File: src/rtl/lsd_fault_pkg.sv
package lsd_fault_pkg;

   // Encoding is ordered by severity so that a numeric max is a priority merge.
   typedef enum logic [1:0] {
      FC_NONE  = 2'b00,
      FC_OPEN  = 2'b01,
      FC_SHGND = 2'b10,
      FC_TRIP  = 2'b11
   } fcode_t;

   localparam int unsigned FCODE_W = 2;

   function automatic fcode_t fc_max(input fcode_t a, input fcode_t b);
      return (a > b) ? a : b;
   endfunction

endpackage

File: src/rtl/lsd_run_timer.sv
// Counts consecutive cycles with level high and restart low; hit marks the
// TICKS-th such cycle and every one after it while the run lasts.
module lsd_run_timer #(
   parameter int unsigned TICKS = 8
) (
   input  logic clk,
   input  logic rst_n,
   input  logic restart,
   input  logic level,
   output logic hit
);
   localparam int unsigned CW = (TICKS > 1) ? $clog2(TICKS) : 1;
   localparam logic [CW-1:0] LAST = CW'(TICKS - 1);

   if (TICKS < 1) begin : g_bad_ticks
      $error("lsd_run_timer: TICKS must be at least 1");
   end

   if (TICKS == 1) begin : g_direct
      assign hit = level & ~restart;
   end else begin : g_count
      logic [CW-1:0] cnt;

      always_ff @(posedge clk or negedge rst_n) begin
         if (!rst_n) begin
            cnt <= '0;
         end else if (restart || !level) begin
            cnt <= '0;
         end else if (cnt != LAST) begin
            cnt <= cnt + 1'b1;
         end
      end

      assign hit = level & ~restart & (cnt == LAST);
   end

endmodule

File: src/rtl/lsd_fault_store.sv
// Holds one fault code; keeps the more severe of stored and candidate code.
module lsd_fault_store
   import lsd_fault_pkg::*;
(
   input  logic   clk,
   input  logic   rst_n,
   input  logic   clr,
   input  fcode_t cand,
   output fcode_t code
);
   fcode_t base;
   fcode_t code_nx;

   always_comb begin
      base    = clr ? FC_NONE : code;
      code_nx = fc_max(base, cand);
   end

   always_ff @(posedge clk or negedge rst_n) begin
      if (!rst_n) begin
         code <= FC_NONE;
      end else begin
         code <= code_nx;
      end
   end

   AST_NO_DOWNGRADE: assert property (@(posedge clk) disable iff (!rst_n)
      (!clr) |=> (code >= $past(code)));

   AST_COMMIT_LANDS: assert property (@(posedge clk) disable iff (!rst_n)
      (cand != FC_NONE) |=> (code >= $past(cand)));

   AST_CLEAR_EMPTIES: assert property (@(posedge clk) disable iff (!rst_n)
      (clr && cand == FC_NONE) |=> (code == FC_NONE));

endmodule

File: src/rtl/lsd_fault_channel.sv
// One switch channel: short/overtemp trip latch, shared short-to-ground /
// open-load filter, static open-load hold, and the fault store.
module lsd_fault_channel
   import lsd_fault_pkg::*;
#(
   parameter int unsigned SC_TICKS  = 8,
   parameter int unsigned FLT_TICKS = 16
) (
   input  logic   clk,
   input  logic   rst_n,
   input  logic   ctl_n,
   input  logic   oc,
   input  logic   ot,
   input  logic   scg,
   input  logic   uc,
   input  logic   ol_sporadic,
   input  logic   clr,
   output logic   gate_en,
   output fcode_t code
);
   logic   on;
   logic   ctl_q;
   logic   toggled;
   logic   rise;
   logic   sc_hit;
   logic   trip;
   logic   trip_set;
   logic   flt_level;
   logic   flt_hit;
   logic   scg_hit;
   logic   ol_hit;
   logic   ol_pend;
   logic   ol_commit;
   fcode_t cand;

   assign on      = ~ctl_n;
   assign toggled = ctl_n ^ ctl_q;
   assign rise    = ctl_n & ~ctl_q;

   always_ff @(posedge clk or negedge rst_n) begin
      if (!rst_n) begin
         ctl_q <= 1'b1;
      end else begin
         ctl_q <= ctl_n;
      end
   end

   // Short-circuit filter: only runs while the stage is commanded on.
   lsd_run_timer #(.TICKS(SC_TICKS)) u_sc_timer (
      .clk     (clk),
      .rst_n   (rst_n),
      .restart (ctl_n),
      .level   (oc),
      .hit     (sc_hit)
   );

   assign trip_set = on & (ot | sc_hit);
   assign gate_en  = on & ~trip & ~trip_set;

   always_ff @(posedge clk or negedge rst_n) begin
      if (!rst_n) begin
         trip <= 1'b0;
      end else if (ctl_n) begin
         trip <= 1'b0;
      end else if (trip_set) begin
         trip <= 1'b1;
      end
   end

   // Shared spike filter: drain flag while off, undercurrent flag while on.
   assign flt_level = ctl_n ? scg : uc;

   lsd_run_timer #(.TICKS(FLT_TICKS)) u_flt_timer (
      .clk     (clk),
      .rst_n   (rst_n),
      .restart (toggled),
      .level   (flt_level),
      .hit     (flt_hit)
   );

   assign scg_hit = flt_hit & ctl_n;
   assign ol_hit  = flt_hit & on;

   always_ff @(posedge clk or negedge rst_n) begin
      if (!rst_n) begin
         ol_pend <= 1'b0;
      end else if (rise) begin
         ol_pend <= 1'b0;
      end else if (ol_hit && !ol_sporadic) begin
         ol_pend <= 1'b1;
      end
   end

   assign ol_commit = (ol_hit & ol_sporadic) | (rise & ol_pend);

   always_comb begin
      cand = FC_NONE;
      if (ol_commit) cand = fc_max(cand, FC_OPEN);
      if (scg_hit)   cand = fc_max(cand, FC_SHGND);
      if (trip_set)  cand = fc_max(cand, FC_TRIP);
   end

   lsd_fault_store u_store (
      .clk   (clk),
      .rst_n (rst_n),
      .clr   (clr),
      .cand  (cand),
      .code  (code)
   );

   AST_GATE_IDLE_OFF: assert property (@(posedge clk) disable iff (!rst_n)
      ctl_n |-> !gate_en);

   AST_TRIP_HOLDS: assert property (@(posedge clk) disable iff (!rst_n)
      ($past(rst_n) && !ctl_n && !$past(ctl_n) && !$past(gate_en))
         |-> !gate_en);

   AST_STATIC_OL_WAITS: assert property (@(posedge clk) disable iff (!rst_n)
      (!ol_sporadic && !rise && code != FC_OPEN) |=> (code != FC_OPEN));

   AST_SHGND_ONLY_OFF: assert property (@(posedge clk) disable iff (!rst_n)
      (!ctl_n && !ctl_q && code != FC_SHGND && code != FC_TRIP && !ot && !oc)
         |=> (code != FC_SHGND));

endmodule

File: src/rtl/lsd_fault_guard.sv
// Array of independent low-side switch fault channels.
module lsd_fault_guard
   import lsd_fault_pkg::*;
#(
   parameter int unsigned N_CH      = 4,
   parameter int unsigned SC_TICKS  = 8,
   parameter int unsigned FLT_TICKS = 16
) (
   input  logic                      clk,
   input  logic                      rst_n,
   input  logic [N_CH-1:0]           ctl_n,
   input  logic [N_CH-1:0]           oc_det,
   input  logic [N_CH-1:0]           ot_det,
   input  logic [N_CH-1:0]           scg_det,
   input  logic [N_CH-1:0]           uc_det,
   input  logic                      ol_sporadic,
   input  logic                      diag_clr,
   output logic [N_CH-1:0]           gate_en,
   output logic [FCODE_W*N_CH-1:0]   fault_code
);
   localparam int unsigned CODE_BITS = FCODE_W * N_CH;

   if (N_CH < 1) begin : g_bad_nch
      $error("lsd_fault_guard: N_CH must be at least 1");
   end
   if (SC_TICKS < 1 || FLT_TICKS < 1) begin : g_bad_ticks
      $error("lsd_fault_guard: filter times must be at least 1 tick");
   end
   if (CODE_BITS != 2 * N_CH) begin : g_bad_code
      $error("lsd_fault_guard: fault code width mismatch");
   end

   for (genvar c = 0; c < N_CH; c++) begin : g_ch
      fcode_t ch_code;

      lsd_fault_channel #(
         .SC_TICKS  (SC_TICKS),
         .FLT_TICKS (FLT_TICKS)
      ) u_ch (
         .clk         (clk),
         .rst_n       (rst_n),
         .ctl_n       (ctl_n[c]),
         .oc          (oc_det[c]),
         .ot          (ot_det[c]),
         .scg         (scg_det[c]),
         .uc          (uc_det[c]),
         .ol_sporadic (ol_sporadic),
         .clr         (diag_clr),
         .gate_en     (gate_en[c]),
         .code        (ch_code)
      );

      assign fault_code[FCODE_W*c +: FCODE_W] = ch_code;

      AST_OT_DROPS_GATE: assert property (@(posedge clk) disable iff (!rst_n)
         ot_det[c] |-> !gate_en[c]);
   end

endmodule

File: config.mk
export PLATFORM = sky130hd
export DESIGN_NAME = lsd_fault_guard
export DESIGN_NICKNAME = d
export VERILOG_FILES = /design/src/rtl/lsd_fault_pkg.sv /design/src/rtl/lsd_run_timer.sv /design/src/rtl/lsd_fault_store.sv /design/src/rtl/lsd_fault_channel.sv /design/src/rtl/lsd_fault_guard.sv
export SDC_FILE = /design/constraint.sdc
export NUM_CORES = 1
export LEC_CHECK = 0
export ABC_AREA = 1
export BUFFER_PORTS_ARGS = -buffer_cell sky130_fd_sc_hd__buf_2
export CAP_MARGIN = 20
export CORE_MARGIN = 2
export CORE_UTILIZATION = 40
export CTS_BUF_LIST = sky130_fd_sc_hd__clkbuf_4 sky130_fd_sc_hd__clkbuf_8
export DETAILED_ROUTE_END_ITERATION = 6
export HOLD_SLACK_MARGIN = 0.02
export SYNTH_ARGS = -nofsm -noshare
export SYNTH_HDL_FRONTEND = slang
export SYNTH_SLANG_ARGS = --single-unit
File: constraint.sdc
create_clock -name clk -period 2.2 [get_ports clk]
set_input_delay 0.44 -clock clk [delete_from_list [all_inputs] [get_ports clk]]
set_output_delay 0.44 -clock clk [all_outputs]
set_load 0.01 [all_outputs]
; After elaboration in Yosys (flattened, before gate mapping)
; Index checks and enable logic that the tools add are counted.
[totals]
reg_bits = 48
output_inout_bits = 12
inputBits = 24
wordCells = 241
[classes]
mux = 64
n_bitwise = 80
addsub = 8
n_eq_ne = 16
n_reduce_logical = 37
n_lt_le_gt_ge = 12
[op_table]
columns = operator, n
row1 = $and 1x1->1, 48
row2 = $mux 2, 24
row3 = $mux 4, 8
row4 = $reduce_bool 2->1, 16
row5 = $mux 1, 24
row6 = $mux 3, 8
row7 = $not 1->1, 20
row8 = $add 4x1->4 const B, 4
row9 = $eq 4x4->1 const B, 4
row10 = $gt 2x2->1 const B, 8
row11 = $ne 4x4->1 const B, 4
row12 = $add 3x1->3 const B, 4
row13 = $eq 3x3->1 const B, 4
row14 = $ne 3x3->1 const B, 4
row15 = $logic_not 1->1, 9
row16 = $gt 2x2->1, 4
row17 = $logic_or 1x1->1, 8
row18 = $or 1x1->1, 8
row19 = $logic_and 1x1->1, 4
row20 = $xor 1x1->1, 4

; Depth between registers and ports, before layout
; Gate-level depths: netlist of the first run.
[logic_depth]
ltp_word = 16
depth_mapped = 14
mapped_depth_nobuf = 14

; Modules after synthesis
; A second synthesis of the first run with hierarchy kept.
[hier_totals]
cells_unflattened = 384
hier_area_um2 = 2945.3
[modules_own_cells]
columns = module, area_each_um2, seq_area_each_um2, cells_each, n_inst
row1 = lsd_run_timer (g_ch[0].u_ch.u_flt_timer ...), 227.7, 100.1, 29, 4
row2 = lsd_fault_channel, 190.2, 76.3, 26, 4
row3 = lsd_fault_store, 156.4, 50.0, 21, 4
row4 = lsd_run_timer (g_ch[1].u_ch.u_sc_timer ...), 161.4, 75.1, 20, 3
row5 = lsd_run_timer (g_ch[0].u_ch.u_sc_timer), 163.9, 75.1, 20, 1

; Least setup slack after synthesis of the first run
; Ideal clock, no wire load.
[synth_path]
path_kind = reg-to-reg
start = reg g_ch[1].u_ch.ctl_q
end = reg g_ch[1].u_ch.u_store.code[0]
path_stages_with_launch = 15
arrival_time_ns = 2.057
period_less_slack_ns = 2.122
setup_time_ns = 0.065
n_path_buf = 0
setup_slack_ns = 0.078
required_time_ns = 2.135
cell_sequence = dfstp_2 inv_1 ha_1 inv_1 nor2_2 nand2_2 nor2_2 nand2_1 inv_1 a21oi_1 ha_1 nor2_1 o22ai_1 or2_2 nand2_1
[synth_via]
elab_chain_cells = 16
elab_cells_between_ends = 20
classes_between = order compare (3) / mux (6) / bitwise (11)
[synth_lines]
columns = element, line
row1 = from (decl), lsd_fault_channel.sv:22  ; logic ctl_q;
row2 = from (signal assigned), lsd_fault_channel.sv:44  ; ctl_q <= ctl_n;
row3 = $xor 1x1->1, lsd_fault_channel.sv:37  ; assign toggled = ctl_n ^ ctl_q;
row4 = $not 1->1, lsd_run_timer.sv:34  ; assign hit = level & ~restart & (cnt == LAST);
row5 = $and 1x1->1 (2 in a row), lsd_run_timer.sv:34
row6 = $and 1x1->1, lsd_fault_channel.sv:82  ; assign ol_hit = flt_hit & on;
row7 = $and 1x1->1, lsd_fault_channel.sv:94  ; assign ol_commit = (ol_hit & ol_sporadic) | (rise & ol_pend);
row8 = $or 1x1->1, lsd_fault_channel.sv:94
row9 = $mux 1, lsd_fault_channel.sv:98  ; if (ol_commit) cand = fc_max(cand, FC_OPEN);
row10 = $gt 2x2->1, lsd_fault_pkg.sv:14  ; return (a > b) ? a : b;
row11 = $mux 2, lsd_fault_pkg.sv:14
row12 = $mux 2 *, lsd_fault_channel.sv:99  ; if (scg_hit) cand = fc_max(cand, FC_SHGND);
row13 = $gt 2x2->1, lsd_fault_pkg.sv:14
row14 = $mux 2, lsd_fault_pkg.sv:14
row15 = $mux 2 *, lsd_fault_channel.sv:100  ; if (trip_set) cand = fc_max(cand, FC_TRIP);
row16 = $gt 2x2->1, lsd_fault_pkg.sv:14
row17 = $mux 2 *, lsd_fault_pkg.sv:14
row18 = named net g_ch[1].u_ch.u_store.code_nx[0], lsd_fault_store.sv:12  ; fcode_t code_nx;
row19 = to (signal assigned), lsd_fault_store.sv:23  ; code <= code_nx;
row20 = to (decl), lsd_fault_store.sv:9  ; output fcode_t code
; Mark *: on every way through the listed nets, which the timed path passes. The rest lies on a longest branch.
; A chain may end at the register's enable or synchronous reset.

; Final worst setup path of the first run
[layout_path]
start = reg g_ch[3].u_ch.ctl_q
end = reg g_ch[3].u_ch.u_store.code[0]
[layout_via]
elab_chain_cells = 16
elab_cells_between_ends = 20
classes_between = order compare (3) / mux (6) / bitwise (11)
[layout_lines]
columns = element, line
row1 = from (decl), lsd_fault_channel.sv:22
row2 = from (signal assigned), lsd_fault_channel.sv:44
row3 = $xor 1x1->1, lsd_fault_channel.sv:37
row4 = $not 1->1, lsd_run_timer.sv:34
row5 = $and 1x1->1 (2 in a row), lsd_run_timer.sv:34
row6 = $and 1x1->1, lsd_fault_channel.sv:82
row7 = $and 1x1->1, lsd_fault_channel.sv:94
row8 = $or 1x1->1, lsd_fault_channel.sv:94
row9 = $mux 1, lsd_fault_channel.sv:98
row10 = $gt 2x2->1, lsd_fault_pkg.sv:14
row11 = $mux 2, lsd_fault_pkg.sv:14
row12 = $mux 2 *, lsd_fault_channel.sv:99
row13 = $gt 2x2->1, lsd_fault_pkg.sv:14
row14 = $mux 2, lsd_fault_pkg.sv:14
row15 = $mux 2 *, lsd_fault_channel.sv:100
row16 = $gt 2x2->1, lsd_fault_pkg.sv:14
row17 = $mux 2 *, lsd_fault_pkg.sv:14
row18 = named net g_ch[3].u_ch.u_store.code_nx[0], lsd_fault_store.sv:12
row19 = to (signal assigned), lsd_fault_store.sv:23
row20 = to (decl), lsd_fault_store.sv:9
; Marks and branches as above.

==> metrics.md, run 1 <==
| Metric | Value |
|---|---|
| GRT overflow | `0` |
| Critical path fanouts, max | `2` |
| Outcome | `completed` |
| Post-Syn Area per Cell | `8.20 um2` |
| Vias after detailed routing | `roughly 2,400` |
| Share of cells above drive strength 1 | `0.395` |
| Core footprint | `6830 um2` |
| Cell Area, Synth | `2850 um2` |
| MaxCap Viol Count | `0` |
| Min Tclk post-route | `2.19 ns` |
| Switching share of power | `0.293` |
| R2r setup slk | `a little under 0.009 ns` |
| Largest net degree at the start of global routing | `24` |
| Row cnt | `30` |
| Initial Util | `0.418` |
| Net Sw Power | `roughly 0.00056 W` |
| DRC viols | `0` |
| GR Util met2 | `0.285` |
| Clk_lat worst skew | `roughly 0.30 ns` |
| Synth Instances | `348` |
| Ant diodes | `0` |
| TritonRoute pass-1 iters | `4` |
| #FFs+latches synth | `48` |
| Final std cells w/o fill | `about 540` |
| Die area | `~7800 um2` |
| Post-Syn Nets | `400` |
| RePlAce Congestion | `0.768` |
| Buffers on Ports | `35` |
| Clk sinks | `48` |
| CTS clk-pin slew, worst paths | `0.09 ns` |
| Final ANT Viol Nets | `0` |
| Hpwl dp | `4180 um` |
| Leakage | `2.05 nW` |
| Power Density | `505 nW/um2` |
| Post-synthesis cell type count | `22` |
| Routed WL per cell | `roughly 11 um` |
| Nets | `about 500` |
| Startpoint types | `register` |
| Synth async-reset ratio | `1.00` |
| Critical path type | `reg -> reg` |
| Cts bufs inserted | `5` |
| Sequential area share after synthesis | `0.423` |
| Synth warn | `0` |
| Final Core Density | `0.554` |
| Die Ht | `a little under 90 um` |
| Global-route wire length before repair | `between 10,000 and 15,000 um` |
| Count leader, synth | `inv_1` |
| Critical-path top delay cell | `dfstp_2` |
| Top cells by area, synth | `dfrtp_1 39%, ha_1 12%, inv_1 8.6%` |
| Final Hold Fails | `0` |
| CTS H-tree lvls | `2` |
| Most frequent cells after synthesis | `65 x inv_1, 47 x nand2_1, 44 x dfrtp_1` |
| Share of power burned in registers | `0.503` |
| Worst vdd ir | `roughly 0.00023 V` |
| Period utilization | `0.996` |
| Initial antenna violation count | `0` |
| Post-synth EDFFs | `0` |
| Bufs on Longest Clock Path | `2` |
| Met1 usage | `0.211` |
| Critical Path Max Stage Delay | `between 0.5 and 0.6 ns` |
| GR peak layer | `met2` |
| DR vias/cell | `4.55` |
| Max-slew violations | `0` |
| Dpl cells | `between 400 and 500` |
| Setup_tns | `0 ns` |
| Total of fill cells in the finished design | `637` |
| Data arrival time of the critical path | `around 2.4 ns` |
| Slew headroom | `0.765` |
| Max frequency | `456 MHz` |
| Leading area contributor after synthesis | `dfrtp_1` |
| Worst-Margin Slew | `around 0.35 ns` |
| Post-synth top flop | `dfrtp_1` |
| Violation count after the first detailed-route iteration | `96` |
| Required time worst endpoint | `2.45 ns` |
| Critical-path cell list | `inv_2, ha_4, inv_2, nor2_2, nand2_2, nor2_4, nand2_2, inv_2, a21oi_2, ha_1, nor2_1, o22ai_2, or2_4, nand2_2` |
| Met3 global-route usage | `0.0289` |
| Tot Pwr | `0.00191 W` |
| Vias in the first global route | `about 2,400` |
| Number of I/O pins | `36` |
| Gr usage total | `0.167` |
| WL final | `just over 6000 um` |
| Skew final | `around 0.0041 ns` |
| Hold Crit Class | `in -> reg` |
| Root buf cell | `clkbuf_8` |
| Clock power share | `0.293` |
| Combinational group share of total power | `0.204` |
| Synth-to-layout area growth | `32.6%` |
| Share of the synthesized area in the top cell type | `0.386` |
| RSZ-0062 raised after global routing | `yes` |
| Die Wd | `~90 um` |
| Internal | `~0.0013 W` |
| Final Setup Violations | `0` |
| CP Capture Type | `register` |
| CTS tree | `built` |
[logic make-up after synthesis]
kind of cell / synth area share
fa+ha+maj: 0.123
flops: 0.423
xor+xnor: 0.00614
buf+inv: 0.105
simple gates: 0.242
compound gates: 0.101
[cell usage in the layout (no fill, tap or decap), drive strengths merged]
cell type	instances
ha	28
clkbuf	6
dfstp	4
o21ai	16
a211oi	8
or2	4
inv	72
nand3	31
xor2	2
clkinv	1
clkinvlp	1
dlygate4sd3	1
dfrtp	44
nor2	50
buf	88
o22ai	4
nand2	54
a21oi	23
nor3	4
[layout make-up]
| cell class | instances | area, um2 | share of cell area |
|---|---|---|---|
| multi-input cells | 224 | 1510 | 0.399 |
| flip-flops and latches | 48 | 1210 | 0.319 |
| repair buffers | 89 | 583 | 0.154 |
| inverters | 72 | 270 | 0.0715 |
| well taps | 96 | 120 | 0.0318 |
| clock buffers | 6 | 76.3 | 0.0202 |
| clock inverters | 2 | 16.3 | 0.00430 |
[per-stage QoR]
step | hold WS, ns | setup slack (ns) | area (um2)
after global placement | 0.261 | -0.0589 | 3250
after global routing | 0.391 | -0.0952 | 3780
after detailed placement | 0.257 | -0.102 | 3250
after floorplan | 0.144 | 0.0783 | 2850
final | 0.406 | 0.00881 | 3780
after CTS | 0.392 | 0.00161 | 3670
[critical path: cells and delay by family, from the launching register on]
kind / cells / cell delay (ns)
AND/OR/NAND/NOR: 7 / 0.78
AO/OA/AOI/OAI: 2 / 0.13
adder cells (fa/ha/maj): 2 / 0.55
buffers and inverters: 3 / 0.13
flip-flops: 1 / 0.54
[final timing paths]
kind	start	end	cells after the start
max in group asynchronous	rst_n	g_ch[1].u_ch.ctl_q	3
min reg2reg	g_ch[3].u_ch.u_sc_timer.g_count.cnt[0]	g_ch[3].u_ch.u_sc_timer.g_count.cnt[0]	1
min in group asynchronous	rst_n	g_ch[3].u_ch.ol_pend	2
max reg2reg	g_ch[3].u_ch.ctl_q	g_ch[3].u_ch.u_store.code[0]	14
max	g_ch[3].u_ch.ctl_q	g_ch[3].u_ch.u_store.code[0]	14
min	ctl_n[0]	g_ch[0].u_ch.ctl_q	2
[power groups by stage]
stage / sequential [W] / clock (W) / combinational (W)
2_1_floorplan: 0.000978 / 0 / 0.000176
3_3_place_gp: 0.000975 / 0 / 0.000305
3_5_place_dp: 0.000975 / 0 / 0.000312
4_1_cts: 0.000960 / 0.000585 / 0.000358
5_1_grt: 0.000966 / 0.000616 / 0.000443
6_report: 0.000960 / 0.000559 / 0.000390
[metal layers]
metal  part of all wire  wire length [um]
met2               0.49              2970
met1               0.46              2800
met3              0.028               169
met5                  0                 0
met4              0.017               104
[flip-flops by register name (all words and copies together), names as in the netlist]
register / cells
g_ch.u_ch.ctl_q: 4
g_ch.u_ch.u_sc_timer.g_count.cnt: 12
g_ch.u_ch.ol_pend: 4
g_ch.u_ch.trip: 4
g_ch.u_ch.u_flt_timer.g_count.cnt: 16
g_ch.u_ch.u_store.code: 8
[repair_timing]
item,CTS,global route
setup endpoints to repair,4,4
buffers inserted,30,5
resized for setup,23,19
pin swaps,28,19
hold buffers,1,0
endpoints found under the hold margin,2,0
gates cloned,0,0
Note: power is estimated with default switching activity, not from simulation.
==> run 2: changes to the inputs <==
--- a/config.mk
+++ b/config.mk
@@ -9,10 +9,11 @@
 export BUFFER_PORTS_ARGS = -buffer_cell sky130_fd_sc_hd__buf_2
 export CAP_MARGIN = 20
 export CORE_MARGIN = 2
-export CORE_UTILIZATION = 40
+export CORE_UTILIZATION = 54
 export CTS_BUF_LIST = sky130_fd_sc_hd__clkbuf_4 sky130_fd_sc_hd__clkbuf_8
 export DETAILED_ROUTE_END_ITERATION = 6
 export HOLD_SLACK_MARGIN = 0.02
+export PLACE_DENSITY = 0.78
 export SYNTH_ARGS = -nofsm -noshare
 export SYNTH_HDL_FRONTEND = slang
 export SYNTH_SLANG_ARGS = --single-unit
==> run 2 against run 1 <==
The run now ends with negative setup slack left. Setup slack got worse by 0.090 ns. Hold slack worse by 0.30 ns. Sequential power about the same. Clock-buffer cell count grew 1. Die area decreased by 25%. Register-to-register slack worse by 0.09 ns. Routed wire length increased by 17%. Clock power rose by 3%. Cell count down 2.4%. Combinational power rose by 12%. Clock skew fell by 0.0011 ns. Maximum frequency fell by 3.9%. Critical endpoint is now g_ch[1].u_ch.u_store.code[0].
==> metrics.md, run 2 (synthesis gave the netlist of run 1 again) <==
| Metric | Value |
|---|---|
| Area after DPL | `3200 um2 (-1.8%)` |
| Max reg flops | `16 (unchanged)` |
| CTS H-tree lvls | `2 (unchanged)` |
| Outcome | `finished, violations left` |
| Total of fill cells in the finished design | `337 (-47%)` |
| Clk_lat worst skew | `0.31 ns (about the same)` |
| Cts bufs inserted | `5 (unchanged)` |
| Max-slew violations | `0 (unchanged)` |
| Critical-path cell list | `inv_2, ha_4, inv_2, nor2_2, nand2_2, nor2_4, nand2_2, inv_2, a21oi_2, ha_1, nor2_1, o22ai_2, buf_4, nand3_2, nand2_1` |
| MaxCap Viol Count | `0 (unchanged)` |
| Biggest registers after layout | `g_ch.u_ch.u_flt_timer.g_count.cnt x16, g_ch.u_ch.u_sc_timer.g_count.cnt x12, g_ch.u_ch.u_store.code x8` |
| Violation count after the first detailed-route iteration | `116 (+21%)` |
| Startpoint types | `register` |
| Initial antenna violation count | `0 (unchanged)` |
| Synth-to-layout area growth | `37.6%` |
| GRT overflow | `0 (unchanged)` |
| Buffers on Ports | `35 (unchanged)` |
| Nets | `506 (+2.8%)` |
| Die Wd | `76.7 um (-13%)` |
| Tot Pwr | `0.00197 W (+3.4%)` |
| Clk sinks | `48 (unchanged)` |
| Global-route wire length before repair | `11,100 um (+8.3%)` |
| Largest net degree at the start of global routing | `27 (+13%)` |
| Hold WS | `0.105 ns (-0.301 ns)` |
| Root buf cell | `clkbuf_8` |
| Final ANT Viol Nets | `0 (unchanged)` |
| Commonest non-fill, non-tap cell in the layout | `buf_4` |
| Initial Util | `0.559 (+0.141)` |
| Ant diodes | `0 (unchanged)` |
| Final worst setup slack | `-0.0808 ns (-0.0896 ns)` |
| Final Hold Fails | `0 (unchanged)` |
| Gr usage total | `0.235 (+0.0684)` |
| Vias in the first global route | `2,637 (+8.8%)` |
| CP Capture Type | `register` |
| Bufs on Longest Clock Path | `2 (unchanged)` |
| Critical Path Max Stage Delay | `0.53 ns (about the same)` |
| Critical path fanouts, max | `2 (unchanged)` |
| Sequential Area | `1210 um2 (unchanged)` |
| Top cell by count, worst path | `inv_2` |
| WL final | `7100 um (+17%)` |
| Final Setup Violations | `2 (+2)` |
| Vias after detailed routing | `2,658 (+8.7%)` |
| Max frequency | `438 MHz (-3.9%)` |
| R2r startpoint | `g_ch[1].u_ch.ctl_q` |
| Hold Crit Class | `in -> async` |
| CTS tree | `built` |
| CTS clk-pin slew, worst paths | `0.08 ns (about the same)` |
| RSZ-0062 raised after global routing | `yes` |
| Hpwl dp | `4040 um (-3.2%)` |
| DRC viols | `0 (unchanged)` |
| Dpl cells | `462 (-6.3%)` |
| Failing checks | `negative setup slack` |
| Routed WL per cell | `13.5 um (+20%)` |
| Die area | `5880 um2 (-25%)` |
| Row cnt | `26 (-13%)` |
| Number of I/O pins | `36 (unchanged)` |
| Slew headroom | `0.638 (-0.127)` |
| Die Ht | `76.7 um (-13%)` |
| Final std cells w/o fill | `524 (-2.4%)` |
| Period utilization | `1.04 (+0.0407)` |
| Skew final | `0.00300 ns (-0.00111 ns)` |
| Required time worst endpoint | `2.40 ns (-0.05 ns)` |
| Largest Register | `g_ch.u_ch.u_flt_timer.g_count.cnt` |
| Critical-path top delay cell | `dfstp_2` |
| Data arrival time of the critical path | `2.48 ns (+0.04 ns)` |
| Most frequent cells in the layout | `66 x buf_4, 54 x inv_1, 44 x dfrtp_1` |
| Post-Layout Inst Area | `3930 um2 (+3.8%)` |
| Power Density | `503 nW/um2 (-0.33%)` |
| Worst-case reg-to-reg path depth | `15 (+1)` |
| Area of the multi-input gates | `1560 um2 (+3.5%)` |
| Leakage | `2.13 nW (+4.0%)` |
| Core footprint | `5110 um2 (-25%)` |
| Share of cells above drive strength 1 | `0.432 (+0.0372)` |
| TritonRoute pass-1 iters | `4 (unchanged)` |
| Min Tclk post-route | `2.28 ns (+0.0896 ns)` |
| DR vias/cell | `5.07 (+11%)` |
| Setup crit start | `g_ch[1].u_ch.ctl_q` |
| Setup_tns | `-0.117 ns (-0.117 ns)` |
| Critical path type | `reg -> reg` |
| Worst-Margin Slew | `0.543 ns (+0.191 ns)` |
| Worst vdd ir | `0.000289 V (+27%)` |
| R2r setup slk | `-0.08 ns (-0.09 ns)` |
| RePlAce Congestion | `0.775 (+1.0%)` |
| Worst reg2reg endpoint | `g_ch[1].u_ch.u_store.code[0]` |
| Setup crit end | `g_ch[1].u_ch.u_store.code[0]` |
run 2: layer usage:
metal / vias to the layer above / track usage / wire [um]
li1: 1314 / - / -
met1: 1274 / 0.287 / 3070
met2: 49 / 0.397 / 3610
met3: 21 / 0.0459 / 225
met4: 0 / 0.116 / 198
met5: - / 0 / 0
run 2: area by class of cell:
cell class | count | share of cell area
tap | 70 | 0.0223
inverter | 72 | 0.0689
multi-input combinational | 224 | 0.398
timing repair buffer | 103 | 0.179
sequential | 48 | 0.307
clock buffer | 7 | 0.0245
run 2: worst min path at each step:
stage / startpoint / endpoint / slack [ns] / depth (start not counted)
floorplan: rst_n / g_ch[0].u_ch.ol_pend / 0.14 / 0
global placement: rst_n / g_ch[3].u_ch.u_sc_timer.g_count.cnt[0] / 0.46 / 1
detailed placement: rst_n / g_ch[3].u_ch.u_sc_timer.g_count.cnt[0] / 0.46 / 1
CTS: rst_n / g_ch[2].u_ch.u_sc_timer.g_count.cnt[0] / 0.12 / 1
global route: rst_n / g_ch[2].u_ch.u_sc_timer.g_count.cnt[0] / 0.14 / 1
finish: rst_n / g_ch[3].u_ch.u_sc_timer.g_count.cnt[0] / 0.10 / 1
run 2: worst max-delay path, delay by kind of cell, from the launching register on:
kind	cells	cell delay, ns
and+or+nand+nor	7	0.64
adders and majority gates	2	0.56
DFF	1	0.53
buffers and inverters	4	0.29
AOI/OAI and AO/OA	2	0.15
run 2: timing repair:
action                                  in CTS  in global routing
endpoints found under the setup margin       4                  9
endpoints found under the hold margin        0                  0
hold buffers                                 0                  0
buffers inserted                            51                  6
pin swaps                                   25                 23
resized for setup                           22                 30
run 2: report_power, final:
part / leakage [nW] / switching (W) / total [W] / internal, W
sequential: 0.628 / 0.0000326 / 0.000962 / 0.000930
clock: 0.0503 / 0.000296 / 0.000576 / 0.000280
combinational: 1.45 / 0.000236 / 0.000436 / 0.000200
run 2: per-stage QoR:
stage / setup WS [ns] / util
final: -0.0808 / 0.768
after global routing: -0.170 / 0.768
after CTS: 0.00962 / 0.736
after detailed placement: -0.0819 / 0.626
after global placement: -0.0150 / 0.626
after floorplan: 0.0783 / -
==> run 3: changes to the inputs <==
--- a/config.mk
+++ b/config.mk
@@ -14,6 +14,7 @@
 export DETAILED_ROUTE_END_ITERATION = 6
 export HOLD_SLACK_MARGIN = 0.02
 export PLACE_DENSITY = 0.78
+export RECOVER_POWER = 100
 export SYNTH_ARGS = -nofsm -noshare
 export SYNTH_HDL_FRONTEND = slang
 export SYNTH_SLANG_ARGS = --single-unit
==> run 3 against run 2 <==
The run still ends with negative setup slack left. Hold slack did not move. Power barely moved. Via count did not move. Maximum frequency did not move. Routed wire length barely moved. Largest power group unchanged. Highest routed layer unchanged.
==> metrics.md, run 3 (synthesis gave the netlist of run 1 again) <==
| Metric | Value |
|---|---|
| Outcome | `finished, violations left` |
| Failing checks | `negative setup slack` |
| Violation count after the first detailed-route iteration | `111 (-4.3%)` |
| Max-slew violations | `0 (unchanged)` |
| Initial antenna violation count | `0 (unchanged)` |
| Synth-to-layout area growth | `37.5% (about the same)` |
| GRT overflow | `0 (unchanged)` |
| Initial Util | `0.559 (unchanged)` |
| Max reg flops | `16 (unchanged)` |
| Critical path fanouts, max | `2 (unchanged)` |
| Largest net degree at the start of global routing | `27 (unchanged)` |
| DR vias/cell | `5.07 (unchanged)` |
| RePlAce Congestion | `0.775 (unchanged)` |
| Bufs on Longest Clock Path | `2 (unchanged)` |
| Final worst setup slack | `-0.0808 ns (unchanged)` |
| CTS tree | `built` |
| Setup crit start | `g_ch[1].u_ch.ctl_q` |
| Dpl cells | `462 (unchanged)` |
| Share of power burned in registers | `0.488 (about the same)` |
| TritonRoute pass-1 iters | `4 (unchanged)` |
| WL final | `7100 um (about the same)` |
| Startpoint types | `register` |
| Die Ht | `76.7 um (unchanged)` |
| Clk sinks | `48 (unchanged)` |
| Post-Layout Inst Area | `3920 um2 (about the same)` |
| Skew final | `0.00299 ns (-0.0000159 ns)` |
| CTS H-tree lvls | `2 (unchanged)` |
| Leakage | `2.13 nW (-0.17%)` |
| Internal | `0.00141 W (about the same)` |
| Final Hold Fails | `0 (unchanged)` |
| Worst reg2reg endpoint | `g_ch[1].u_ch.u_store.code[0]` |
| Hold Crit Class | `in -> async` |
| MaxCap Viol Count | `0 (unchanged)` |
| Slew headroom | `0.638 (unchanged)` |
| Share of cells above drive strength 1 | `0.430 (-0.00220)` |
| Root buf cell | `clkbuf_8` |
| Combinational group share of total power | `0.220 (about the same)` |
| Worst-Margin Slew | `0.543 ns (unchanged)` |
| Global-route wire length before repair | `11,100 um (unchanged)` |
| Clk_lat worst skew | `0.31 ns (about the same)` |
| DRC viols | `0 (unchanged)` |
| Worst vdd ir | `0.000287 V (-0.87%)` |
| Final Setup Violations | `2 (unchanged)` |
| Final std cells w/o fill | `524 (unchanged)` |
| Gr usage total | `0.235 (unchanged)` |
| Cts bufs inserted | `5 (unchanged)` |
| Largest Register | `g_ch.u_ch.u_flt_timer.g_count.cnt` |
| Routed WL per cell | `13.5 um (about the same)` |
| CTS clk-pin slew, worst paths | `0.08 ns (about the same)` |
| Data arrival time of the critical path | `2.48 ns (about the same)` |
| Critical path type | `reg -> reg` |
| Required time worst endpoint | `2.40 ns (about the same)` |
| Most frequent cells in the layout | `65 x buf_4, 54 x inv_1, 44 x dfrtp_1` |
| Final ANT Viol Nets | `0 (unchanged)` |
| Ant diodes | `0 (unchanged)` |
| Vias after detailed routing | `2,658 (unchanged)` |
| Net Sw Power | `0.000564 W (about the same)` |
| Setup crit end | `g_ch[1].u_ch.u_store.code[0]` |
| RSZ-0062 raised after global routing | `yes` |
| Min Tclk post-route | `2.28 ns (unchanged)` |
| R2r setup slk | `-0.08 ns (about the same)` |
| Row cnt | `26 (unchanged)` |
| Area after DPL | `3200 um2 (unchanged)` |
| R2r startpoint | `g_ch[1].u_ch.ctl_q` |
| Vias in the first global route | `2,637 (unchanged)` |
| Die Wd | `76.7 um (unchanged)` |
| Switching share of power | `0.286 (about the same)` |
| Tot Pwr | `0.00197 W (about the same)` |
| CTS Hold Bufs | `0 (unchanged)` |
| Die area | `5880 um2 (unchanged)` |
| Commonest non-fill, non-tap cell in the layout | `buf_4` |
| Max frequency | `438 MHz (unchanged)` |
| Power Density | `503 nW/um2 (about the same)` |
| CP Capture Type | `register` |
| Biggest registers after layout | `g_ch.u_ch.u_flt_timer.g_count.cnt x16, g_ch.u_ch.u_sc_timer.g_count.cnt x12, g_ch.u_ch.u_store.code x8` |
| Number of I/O pins | `36 (unchanged)` |
| Buffers on Ports | `35 (unchanged)` |
| Worst-case reg-to-reg path depth | `15 (unchanged)` |
| Core footprint | `5110 um2 (unchanged)` |
| Period utilization | `1.04 (unchanged)` |
| Clock power share | `0.292 (about the same)` |
| Hpwl dp | `4040 um (unchanged)` |
| Nets | `506 (unchanged)` |
==> run 3: cell count changes in the layout (fill, tap and decap cells not counted), sizes merged <==
cell / before / now
clkbuf: 7 / 8
buf: 103 / 102
==> run 3: worst min path at each step <==
| stage | startpoint | endpoint |
|---|---|---|
| after CTS | rst_n | g_ch[2].u_ch.u_sc_timer.g_count.cnt[0] |
| after global routing | rst_n | g_ch[2].u_ch.u_sc_timer.g_count.cnt[0] |
| final | rst_n | g_ch[3].u_ch.u_sc_timer.g_count.cnt[0] |
| after global placement | rst_n | g_ch[3].u_ch.u_sc_timer.g_count.cnt[0] |
| after floorplan | rst_n | g_ch[0].u_ch.ol_pend |
| after detailed placement | rst_n | g_ch[3].u_ch.u_sc_timer.g_count.cnt[0] |
==> run 3: repair_timing <==
action,CTS,global route
gates resized for setup,22,30
buffers inserted,51,6
cloned,0,0
setup endpoints to repair,4,9
pin swaps,25,23
==> run 3: cell type report <==
class                           count  area [um2]
Tap cell                           70        87.6
Timing Repair Buffer              103         698
Multi-Input combinational cell    224        1560
Sequential cell                    48        1210
Clock buffer                        7        96.3
Fill cell                         339        1190
Inverter                           72         270
==> run 3: routing by layer <==
layer | vias to the layer above | share of wire | global-route usage
met2 | 49 | 0.51 | 0.397
met5 | - | 0 | 0
li1 | 1314 | - | -
met3 | 21 | 0.032 | 0.0459
met1 | 1274 | 0.43 | 0.287
met4 | 0 | 0.028 | 0.116
==> run 3: power groups by stage <==
stage          clock network [W]  registers (W)  logic (W)
6_report                0.000576       0.000962   0.000435
5_1_grt                 0.000619       0.000967   0.000479
4_1_cts                 0.000588       0.000961   0.000369
3_5_place_dp                   0       0.000976   0.000308
3_3_place_gp                   0       0.000975   0.000296
2_1_floorplan                  0       0.000978   0.000176
==> run 3: metrics by stage <==
stage / worst slack (ns) / setup TNS [ns] / utilization / hold WS, ns
after detailed placement: -0.0819 / -0.222 / 0.626 / 0.458
after global placement: -0.0150 / -0.0264 / 0.626 / 0.460
after global routing: -0.170 / -0.404 / 0.768 / 0.140
after CTS: 0.00962 / 0 / 0.736 / 0.116
after floorplan: 0.0783 / 0 / - / 0.144
final: -0.0808 / -0.117 / 0.768 / 0.105
==> run 3: critical path, cell delays in order, from the launching register on <==
cell and delay, ns:
dfstp_2 0.53, inv_2 0.04, ha_4 0.25, inv_2 0.03
nor2_2 0.10, nand2_2 0.08, nor2_4 0.11, nand2_2 0.08
inv_2 0.07, a21oi_2 0.04, ha_1 0.31, nor2_1 0.16
o22ai_2 0.11, buf_4 0.15, nand3_2 0.06, nand2_1 0.05
